File: src/rtl/hsx_pkg.sv
package hsx_pkg;
  localparam int unsigned ADDR_W     = 32;
  localparam int unsigned IMM_W      = 16;
  localparam int unsigned HALF_W     = 16;
  localparam int unsigned DATA_W     = 32;
  localparam int unsigned RIDX_W     = 5;
  localparam int unsigned CAUSE_W    = 5;
  localparam int unsigned BYTE_W     = 8;
  localparam int unsigned LANES      = DATA_W / HALF_W;
  localparam int unsigned BE_W       = DATA_W / BYTE_W;
  localparam int unsigned HALF_BYTES = HALF_W / BYTE_W;
  localparam int unsigned LANE_BITS  = (LANES > 1) ? $clog2(LANES) : 1;
  localparam int unsigned LANE_LSB   = $clog2(HALF_BYTES);

  typedef enum logic [CAUSE_W-1:0] {
    CAUSE_NONE  = 5'b00000,
    CAUSE_ALIGN = 5'b00001,
    CAUSE_PROT  = 5'b10000,
    CAUSE_TLB   = 5'b10010
  } cause_e;

  typedef enum logic [1:0] {
    EV_NONE,
    EV_TLB,
    EV_PROT,
    EV_ALIGN
  } event_e;

  typedef struct packed {
    logic              valid;
    logic [ADDR_W-1:0] addr;
    logic [HALF_W-1:0] data;
    logic [RIDX_W-1:0] idx;
    logic              tlb_hit;
    logic              ro;
    logic              na;
    logic              um;
    logic              vm;
  } req_t;
endpackage

File: src/rtl/hsx_agen.sv
module hsx_agen
  import hsx_pkg::*;
#(
  parameter bit AREA_OPT = 1'b0
) (
  input  logic              clk_i,
  input  logic              rst_ni,
  input  logic              valid_i,
  input  logic [ADDR_W-1:0] base_i,
  input  logic [IMM_W-1:0]  imm_i,
  input  logic [HALF_W-1:0] data_i,
  input  logic [RIDX_W-1:0] idx_i,
  input  logic              tlb_hit_i,
  input  logic              ro_i,
  input  logic              na_i,
  input  logic              um_i,
  input  logic              vm_i,
  output req_t              req_o
);
  localparam int unsigned EXT_W = ADDR_W - IMM_W;

  req_t req_d;

  always_comb begin
    req_d.valid   = valid_i;
    req_d.addr    = base_i + {{EXT_W{imm_i[IMM_W-1]}}, imm_i};
    req_d.data    = data_i;
    req_d.idx     = idx_i;
    req_d.tlb_hit = tlb_hit_i;
    req_d.ro      = ro_i;
    req_d.na      = na_i;
    req_d.um      = um_i;
    req_d.vm      = vm_i;
  end

  // area variant: address stage registered, adder off the screening path
  generate
    if (AREA_OPT) begin : g_staged
      req_t req_q;
      always_ff @(posedge clk_i or negedge rst_ni) begin
        if (!rst_ni) req_q <= '0;
        else         req_q <= req_d;
      end
      assign req_o = req_q;
    end else begin : g_direct
      assign req_o = req_d;
    end
  endgenerate
endmodule

File: src/rtl/hsx_screen.sv
module hsx_screen
  import hsx_pkg::*;
(
  input  req_t   req_i,
  output event_e ev_o,
  output logic   zone_o
);
  logic prot_hit;
  logic unused_req;

  assign unused_req = ^{req_i.data, req_i.idx, req_i.addr[ADDR_W-1:1]};
  // no-access zone only counts in user mode
  assign zone_o   = req_i.na & req_i.um;
  assign prot_hit = req_i.ro | zone_o;

  always_comb begin
    ev_o = EV_NONE;
    if (req_i.valid) begin
      if (req_i.vm && !req_i.tlb_hit)  ev_o = EV_TLB;
      else if (req_i.vm && prot_hit)   ev_o = EV_PROT;
      else if (req_i.addr[0])          ev_o = EV_ALIGN;
    end
  end
endmodule

File: src/rtl/hsx_lane.sv
module hsx_lane
  import hsx_pkg::*;
(
  input  logic [LANE_BITS-1:0] lane_i,
  input  logic [HALF_W-1:0]    data_i,
  output logic [BE_W-1:0]      be_o,
  output logic [DATA_W-1:0]    wdata_o
);
  // big-endian: lane 0 is the most significant half
  always_comb begin
    be_o    = '0;
    wdata_o = '0;
    for (int k = 0; k < LANES; k++) begin
      if (lane_i == LANE_BITS'(k)) begin
        be_o[(LANES-1-k)*HALF_BYTES +: HALF_BYTES] = '1;
        wdata_o[(LANES-1-k)*HALF_W +: HALF_W]      = data_i;
      end
    end
  end
endmodule

File: src/rtl/hsx_status.sv
module hsx_status
  import hsx_pkg::*;
(
  input  logic              clk_i,
  input  logic              rst_ni,
  input  logic              valid_i,
  input  event_e            ev_i,
  input  logic              zone_i,
  input  logic [RIDX_W-1:0] idx_i,
  input  logic              um_i,
  input  logic              vm_i,
  output logic              exc_o,
  output cause_e            cause_o,
  output logic              store_o,
  output logic              zone_o,
  output logic              wide_o,
  output logic [RIDX_W-1:0] rx_o,
  output logic              msr_we_o,
  output logic              um_o,
  output logic              vm_o,
  output logic              ums_o,
  output logic              vms_o
);
  logic mm_exc;
  assign mm_exc = (ev_i == EV_TLB) || (ev_i == EV_PROT);

  always_ff @(posedge clk_i or negedge rst_ni) begin
    if (!rst_ni) begin
      exc_o    <= 1'b0;
      cause_o  <= CAUSE_NONE;
      store_o  <= 1'b0;
      zone_o   <= 1'b0;
      wide_o   <= 1'b0;
      rx_o     <= '0;
      msr_we_o <= 1'b0;
      um_o     <= 1'b0;
      vm_o     <= 1'b0;
      ums_o    <= 1'b0;
      vms_o    <= 1'b0;
    end else begin
      exc_o    <= (ev_i != EV_NONE);
      msr_we_o <= mm_exc;
      if (valid_i) begin
        um_o <= mm_exc ? 1'b0 : um_i;
        vm_o <= mm_exc ? 1'b0 : vm_i;
      end
      if (mm_exc) begin
        ums_o <= um_i;
        vms_o <= vm_i;
      end
      unique case (ev_i)
        EV_TLB: begin
          cause_o <= CAUSE_TLB;
          store_o <= 1'b1;
        end
        EV_PROT: begin
          cause_o <= CAUSE_PROT;
          store_o <= 1'b1;
          zone_o  <= zone_i;
        end
        EV_ALIGN: begin
          cause_o <= CAUSE_ALIGN;
          store_o <= 1'b1;
          wide_o  <= 1'b0;
          rx_o    <= idx_i;
        end
        default: ;
      endcase
    end
  end
endmodule

File: src/rtl/half_store_exc.sv
module half_store_exc
  import hsx_pkg::*;
#(
  parameter bit AREA_OPT = 1'b0
) (
  input  logic              clk_i,
  input  logic              rst_ni,
  input  logic              start_i,
  input  logic [ADDR_W-1:0] base_i,
  input  logic [IMM_W-1:0]  imm_i,
  input  logic [DATA_W-1:0] src_val_i,
  input  logic [RIDX_W-1:0] src_idx_i,
  input  logic              um_i,
  input  logic              vm_i,
  input  logic              tlb_hit_i,
  input  logic              prot_ro_i,
  input  logic              prot_na_i,
  output logic              done_o,
  output logic              mem_we_o,
  output logic [BE_W-1:0]   mem_be_o,
  output logic [ADDR_W-1:0] mem_addr_o,
  output logic [DATA_W-1:0] mem_wdata_o,
  output logic              exc_o,
  output logic [CAUSE_W-1:0] esr_cause_o,
  output logic              esr_store_o,
  output logic              esr_zone_o,
  output logic              esr_wide_o,
  output logic [RIDX_W-1:0] esr_rx_o,
  output logic              msr_we_o,
  output logic              um_o,
  output logic              vm_o,
  output logic              ums_o,
  output logic              vms_o
);
  req_t              req;
  event_e            ev;
  logic              zone;
  logic [BE_W-1:0]   be;
  logic [DATA_W-1:0] wdata;
  cause_e            cause;
  logic              do_write;
  logic              unused_src_hi;

  assign unused_src_hi = ^src_val_i[DATA_W-1:HALF_W];

  hsx_agen #(.AREA_OPT(AREA_OPT)) i_agen (
    .clk_i     (clk_i),
    .rst_ni    (rst_ni),
    .valid_i   (start_i),
    .base_i    (base_i),
    .imm_i     (imm_i),
    .data_i    (src_val_i[HALF_W-1:0]),
    .idx_i     (src_idx_i),
    .tlb_hit_i (tlb_hit_i),
    .ro_i      (prot_ro_i),
    .na_i      (prot_na_i),
    .um_i      (um_i),
    .vm_i      (vm_i),
    .req_o     (req)
  );

  hsx_screen i_screen (
    .req_i  (req),
    .ev_o   (ev),
    .zone_o (zone)
  );

  hsx_lane i_lane (
    .lane_i  (req.addr[LANE_LSB +: LANE_BITS]),
    .data_i  (req.data),
    .be_o    (be),
    .wdata_o (wdata)
  );

  hsx_status i_status (
    .clk_i    (clk_i),
    .rst_ni   (rst_ni),
    .valid_i  (req.valid),
    .ev_i     (ev),
    .zone_i   (zone),
    .idx_i    (req.idx),
    .um_i     (req.um),
    .vm_i     (req.vm),
    .exc_o    (exc_o),
    .cause_o  (cause),
    .store_o  (esr_store_o),
    .zone_o   (esr_zone_o),
    .wide_o   (esr_wide_o),
    .rx_o     (esr_rx_o),
    .msr_we_o (msr_we_o),
    .um_o     (um_o),
    .vm_o     (vm_o),
    .ums_o    (ums_o),
    .vms_o    (vms_o)
  );

  assign esr_cause_o = cause;
  assign do_write    = req.valid && (ev == EV_NONE);

  always_ff @(posedge clk_i or negedge rst_ni) begin
    if (!rst_ni) begin
      done_o      <= 1'b0;
      mem_we_o    <= 1'b0;
      mem_be_o    <= '0;
      mem_addr_o  <= '0;
      mem_wdata_o <= '0;
    end else begin
      done_o   <= req.valid;
      mem_we_o <= do_write;
      mem_be_o <= do_write ? be : '0;
      if (req.valid) mem_addr_o <= req.addr;
      if (do_write)  mem_wdata_o <= wdata;
    end
  end
endmodule

File: config.mk
export PLATFORM = sky130hd
export DESIGN_NAME = half_store_exc
export DESIGN_NICKNAME = d
export VERILOG_FILES = /design/src/rtl/hsx_pkg.sv /design/src/rtl/hsx_agen.sv /design/src/rtl/hsx_screen.sv /design/src/rtl/hsx_lane.sv /design/src/rtl/hsx_status.sv /design/src/rtl/half_store_exc.sv
export SDC_FILE = /design/constraint.sdc
export NUM_CORES = 1
export LEC_CHECK = 0
export BUFFER_PORTS_ARGS = -buffer_cell sky130_fd_sc_hd__buf_2
export CAP_MARGIN = 20
export CORE_ASPECT_RATIO = 1.4
export CORE_UTILIZATION = 50
export DETAILED_ROUTE_END_ITERATION = 12
export GPL_TIMING_DRIVEN = 0
export PLACE_DENSITY = 0.83
export SYNTH_ARGS = -nofsm -noshare
export SYNTH_HDL_FRONTEND = slang
export SYNTH_SLANG_ARGS = --single-unit
File: constraint.sdc
create_clock -name clk_i -period 0.95 [get_ports clk_i]
set_input_delay 0.0475 -clock clk_i [delete_from_list [all_inputs] [get_ports clk_i]]
set_output_delay 0.0475 -clock clk_i [all_outputs]
set_load 0.01 [all_outputs]
==> results.py <==
metrics = {
    "cells_and_area": {
        "regArea_sq_um": 2100,
        "multiInputGateArea_sq_um": 3560,
        "nFillCells": 399,
        "final_core_util_pct": 86.9,
        "fin_nets": 903,
        "diodes": 0,
        "drive_gt1_share_pct": 54.9,
        "synthToLayoutAreaGrowth_pct": 67.8,
    },
    "synth": {
        "synth_ff_type": "dfrtp_1",
        "ys_async_sr_fraction_pct": 100,
        "synth_top_family_by_area": "compound AO/OA/AOI/OAI gates",
        "synth-seq-cells": 84,
        "synthMuxAreaShare_pct": 6.83,
        "netlist_instances": 514,
        "avgSynthCellArea_sq_um": 9.58,
        "synth_common_cells": "nand2_1 (85), dfrtp_1 (84), o21ai_0 (52), ha_1 (35), a21oi_1 (31)",
        "yosysMostFrequentCell": "nand2_1",
        "synth-simple-area-share_pct": 14.6,
        "synth_edf_count": 0,
        "synth-compound-area-share_pct": 18.5,
        "synthDistinctLibCells": 51,
        "synthAdderAreaFrac_pct": 9.30,
        "ys_warn_count": 0,
        "synthXorXnorAreaFrac_pct": 4.62,
        "yosys-top-cells-area": "dfrtp_1 (43%), ha_1 (8.9%), mux2_2 (6.6%)",
        "synth_seq_area_share_pct": 42.7,
        "syn_area_sq_um": 4920,
        "synth_top_cell_by_area": "dfrtp_1",
        "synth_top_area_share_pct": 42.7,
    },
    "worst_setup_path": {
        "worstPathArrival_ps": 2190,
        "crit_type": "in -> reg",
        "critical_path.endpoint_type": "register",
        "critPathLaunchType": "input port",
        "cp_max_fo": 4,
        "crit_required_ps": 1190,
        "regToRegSetupSlack_ps": -20,
    },
    "clock_network": {
        "cts_tree": "done",
        "clock_latency_ps": 360,
        "cts_buffers": 9,
        "clockBufferDepth": 2,
        "clkTransAtPathRegs_ps": 70,
        "h-tree-depth": 3,
        "clock-root-buffer": "clkbuf_16",
        "cts_num_sinks": 84,
    },
    "die": {
        "row_count": 42,
        "die_y_um": 119,
        "start_util_pct": 51.8,
        "core_sq_um": 9510,
        "die_area_sq_um": 10300,
        "die_w_um": 85.9,
        "ios": 182,
    },
    "sta": {
        "period_needed_ps": 1960,
        "slew_viol_final": 0,
        "rsz0062_at_grt": "yes",
        "fin_skew_ps": 0,
        "max_freq_mhz": 511,
        "period_share_pct": 206,
        "whs_ps": 16.9,
        "slew_headroom_pct": 52.1,
        "finalHoldViolations": 0,
        "setup_violations": 110,
        "setup-tns-final_ps": -43560,
        "tightest_slew_ps": 719,
        "fin_ws_ps": -1010,
    },
    "power_and_ir_drop": {
        "pwr_density_cell_nw_per_um2": 1750,
        "seqPwrFrac_pct": 33.5,
        "pwr-share-comb_pct": 41.3,
        "total_leakage_power_nw": 4.04,
        "p_switching_mw": 5.14,
        "clockPowerShare_pct": 25.2,
        "intPower_mw": 9.34,
        "ir_drop_mv": 1.18,
        "switching_share_pct": 35.5,
        "design_power_total_mw": 14.5,
    },
    "detailed_routing": {
        "drcViolationCount": 0,
        "drtPass1Iterations": 7,
        "via_per_inst": 5.84,
        "routedWlPerCell_um": 21.4,
        "finalWirelength_um": 19500,
        "drtIter0Drc": 341,
        "vias": 5316,
        "drtAntennaViolNets": 0,
    },
    "hold_path": {
        "min_path_type": "in -> reg",
    },
    "outcome": {
        "status": "finished with violations",
        "violations": "negative setup slack",
    },
    "job": {
        "max_cap_viol_count": 0,
    },
    "grt": {
        "track_usage_pct": 32.9,
        "grt_pass1_vias": 5324,
        "grt_first_pass_wirelength_um": 25900,
        "grt_max_degree": 65,
        "grt_overflow_total": 0,
        "antenna_found_initial": 0,
    },
    "placed_design": {
        "numPortBuffers": 162,
        "post-place-ws_ps": -1520,
        "dp_hpwl_um": 9780,
        "gp_congestion": 0.901,
    },
}
power groups by stage:
stage	Combinational, mW	Clock [mW]	Sequential, mW
finish	5.98	3.65	4.85
global route	6.31	3.77	4.89
CTS	4.80	3.56	4.73
detailed placement	3.99	0	4.74
global placement	3.87	0	4.69
floorplan	2.14	0	5.06
cell usage in the layout (no fill, tap or decap), types with 9 or more instances in the layout:
cell type      Yosys  final
buf_4              5     48
nor2_1            22     18
ha_4               0     15
nand2_4            0     26
o21ai_2            1     34
xnor2_1           17     14
a21o_1            13     12
buf_6              0     36
nand2_1           85     49
nand2b_1          22     21
nand2_2            0      9
mux2_2            29      9
buf_2              0    141
ha_1              35     18
a21oi_1           31     25
dfrtp_1           84     84
o21ai_1            1     12
dlygate4sd3_1      0     25
mux2_4             0     20
clkbuf_16          0     16
logic make-up (layout without fill, tap and decap cells):
group,count (synthesis),count (layout)
buffers and inverters,39,302
AO/OA/AOI/OAI,139,139
flip-flops,84,84
other,1,3
AND/OR/NAND/NOR,159,159
XOR/XNOR,26,26
multiplexers,30,30
adder cells (fa/ha/maj),36,36
per-layer routing:
metal  up-vias  track usage (%)  share of wire, %
met5         -                0                 0
met4         0             21.6               6.5
met3       107             5.13               7.5
met2       343             60.2                52
met1      2549             33.9                34
li1       2317                -                 -
worst max-delay path, cell delays in order:
cell	delay (ps)
buf_6	100
ha_4	160
inv_2	50
fa_2	220
nor2b_4	50
o2111a_1	240
o211a_1	240
a21bo_4	260
buf_6	130
buf_4	130
nand2b_4	60
nand2_2	60
xor2_1	170
mux2_2	260
area by class of cell:
class / instances / area share, %
Clock buffer: 10 / 2.77
Timing Repair Buffer: 252 / 22.0
Clock inverter: 6 / 0.787
Sequential cell: 84 / 25.4
Inverter: 14 / 0.696
Multi-Input combinational cell: 393 / 43.1
Tap cell: 132 / 2.00
Buffer: 20 / 3.24
worst paths after layout:
path,startpoint,endpoint,cells past startpoint
setup / recovery,imm_i[0],mem_addr_o[18]$_DFFE_PN0P_,14
hold / removal,um_i,i_status.um_o$_DFFE_PN0P_,4
setup reg to reg,mem_addr_o[30]$_DFFE_PN0P_,mem_addr_o[30]$_DFFE_PN0P_,2
hold reg to reg,i_status.store_o$_DFFE_PN0P_,i_status.store_o$_DFFE_PN0P_,1
max in group asynchronous,rst_ni,mem_addr_o[4]$_DFFE_PN0P_,3
min in group asynchronous,rst_ni,i_status.cause_o[1]$_DFFE_PN0P_,2
flip-flops by register name, indices dropped and copies added, names as in the netlist:
signal and cells:
i_status.rx_o 5, i_status.zone_o 1, done_o 1, mem_we_o 1
mem_be_o 2, i_status.cause_o 3, i_status.vm_o 1, i_status.msr_we_o 1
mem_addr_o 32, i_status.store_o 1, i_status.um_o 1, i_status.vms_o 1
i_status.ums_o 1, i_status.exc_o 1, mem_wdata_o 32
through the flow:
stage / cell area, sq um / cells
3_5_place_dp: 6240 / 811
3_3_place_gp: 6210 / 810
5_1_grt: 8270 / 911
4_1_cts: 7570 / 886
2_1_floorplan: 5240 / 516
6_report: 8270 / 911
what timing repair did:
action	4_1_cts	5_1_grt
endpoints found under the setup margin	83	107
gates cloned	5	0
hold buffers	25	0
endpoints found under the hold margin	122	0
resized for setup	106	125
setup buffers	31	31
pin swaps	59	31
Power figures use the tool's default switching activity.
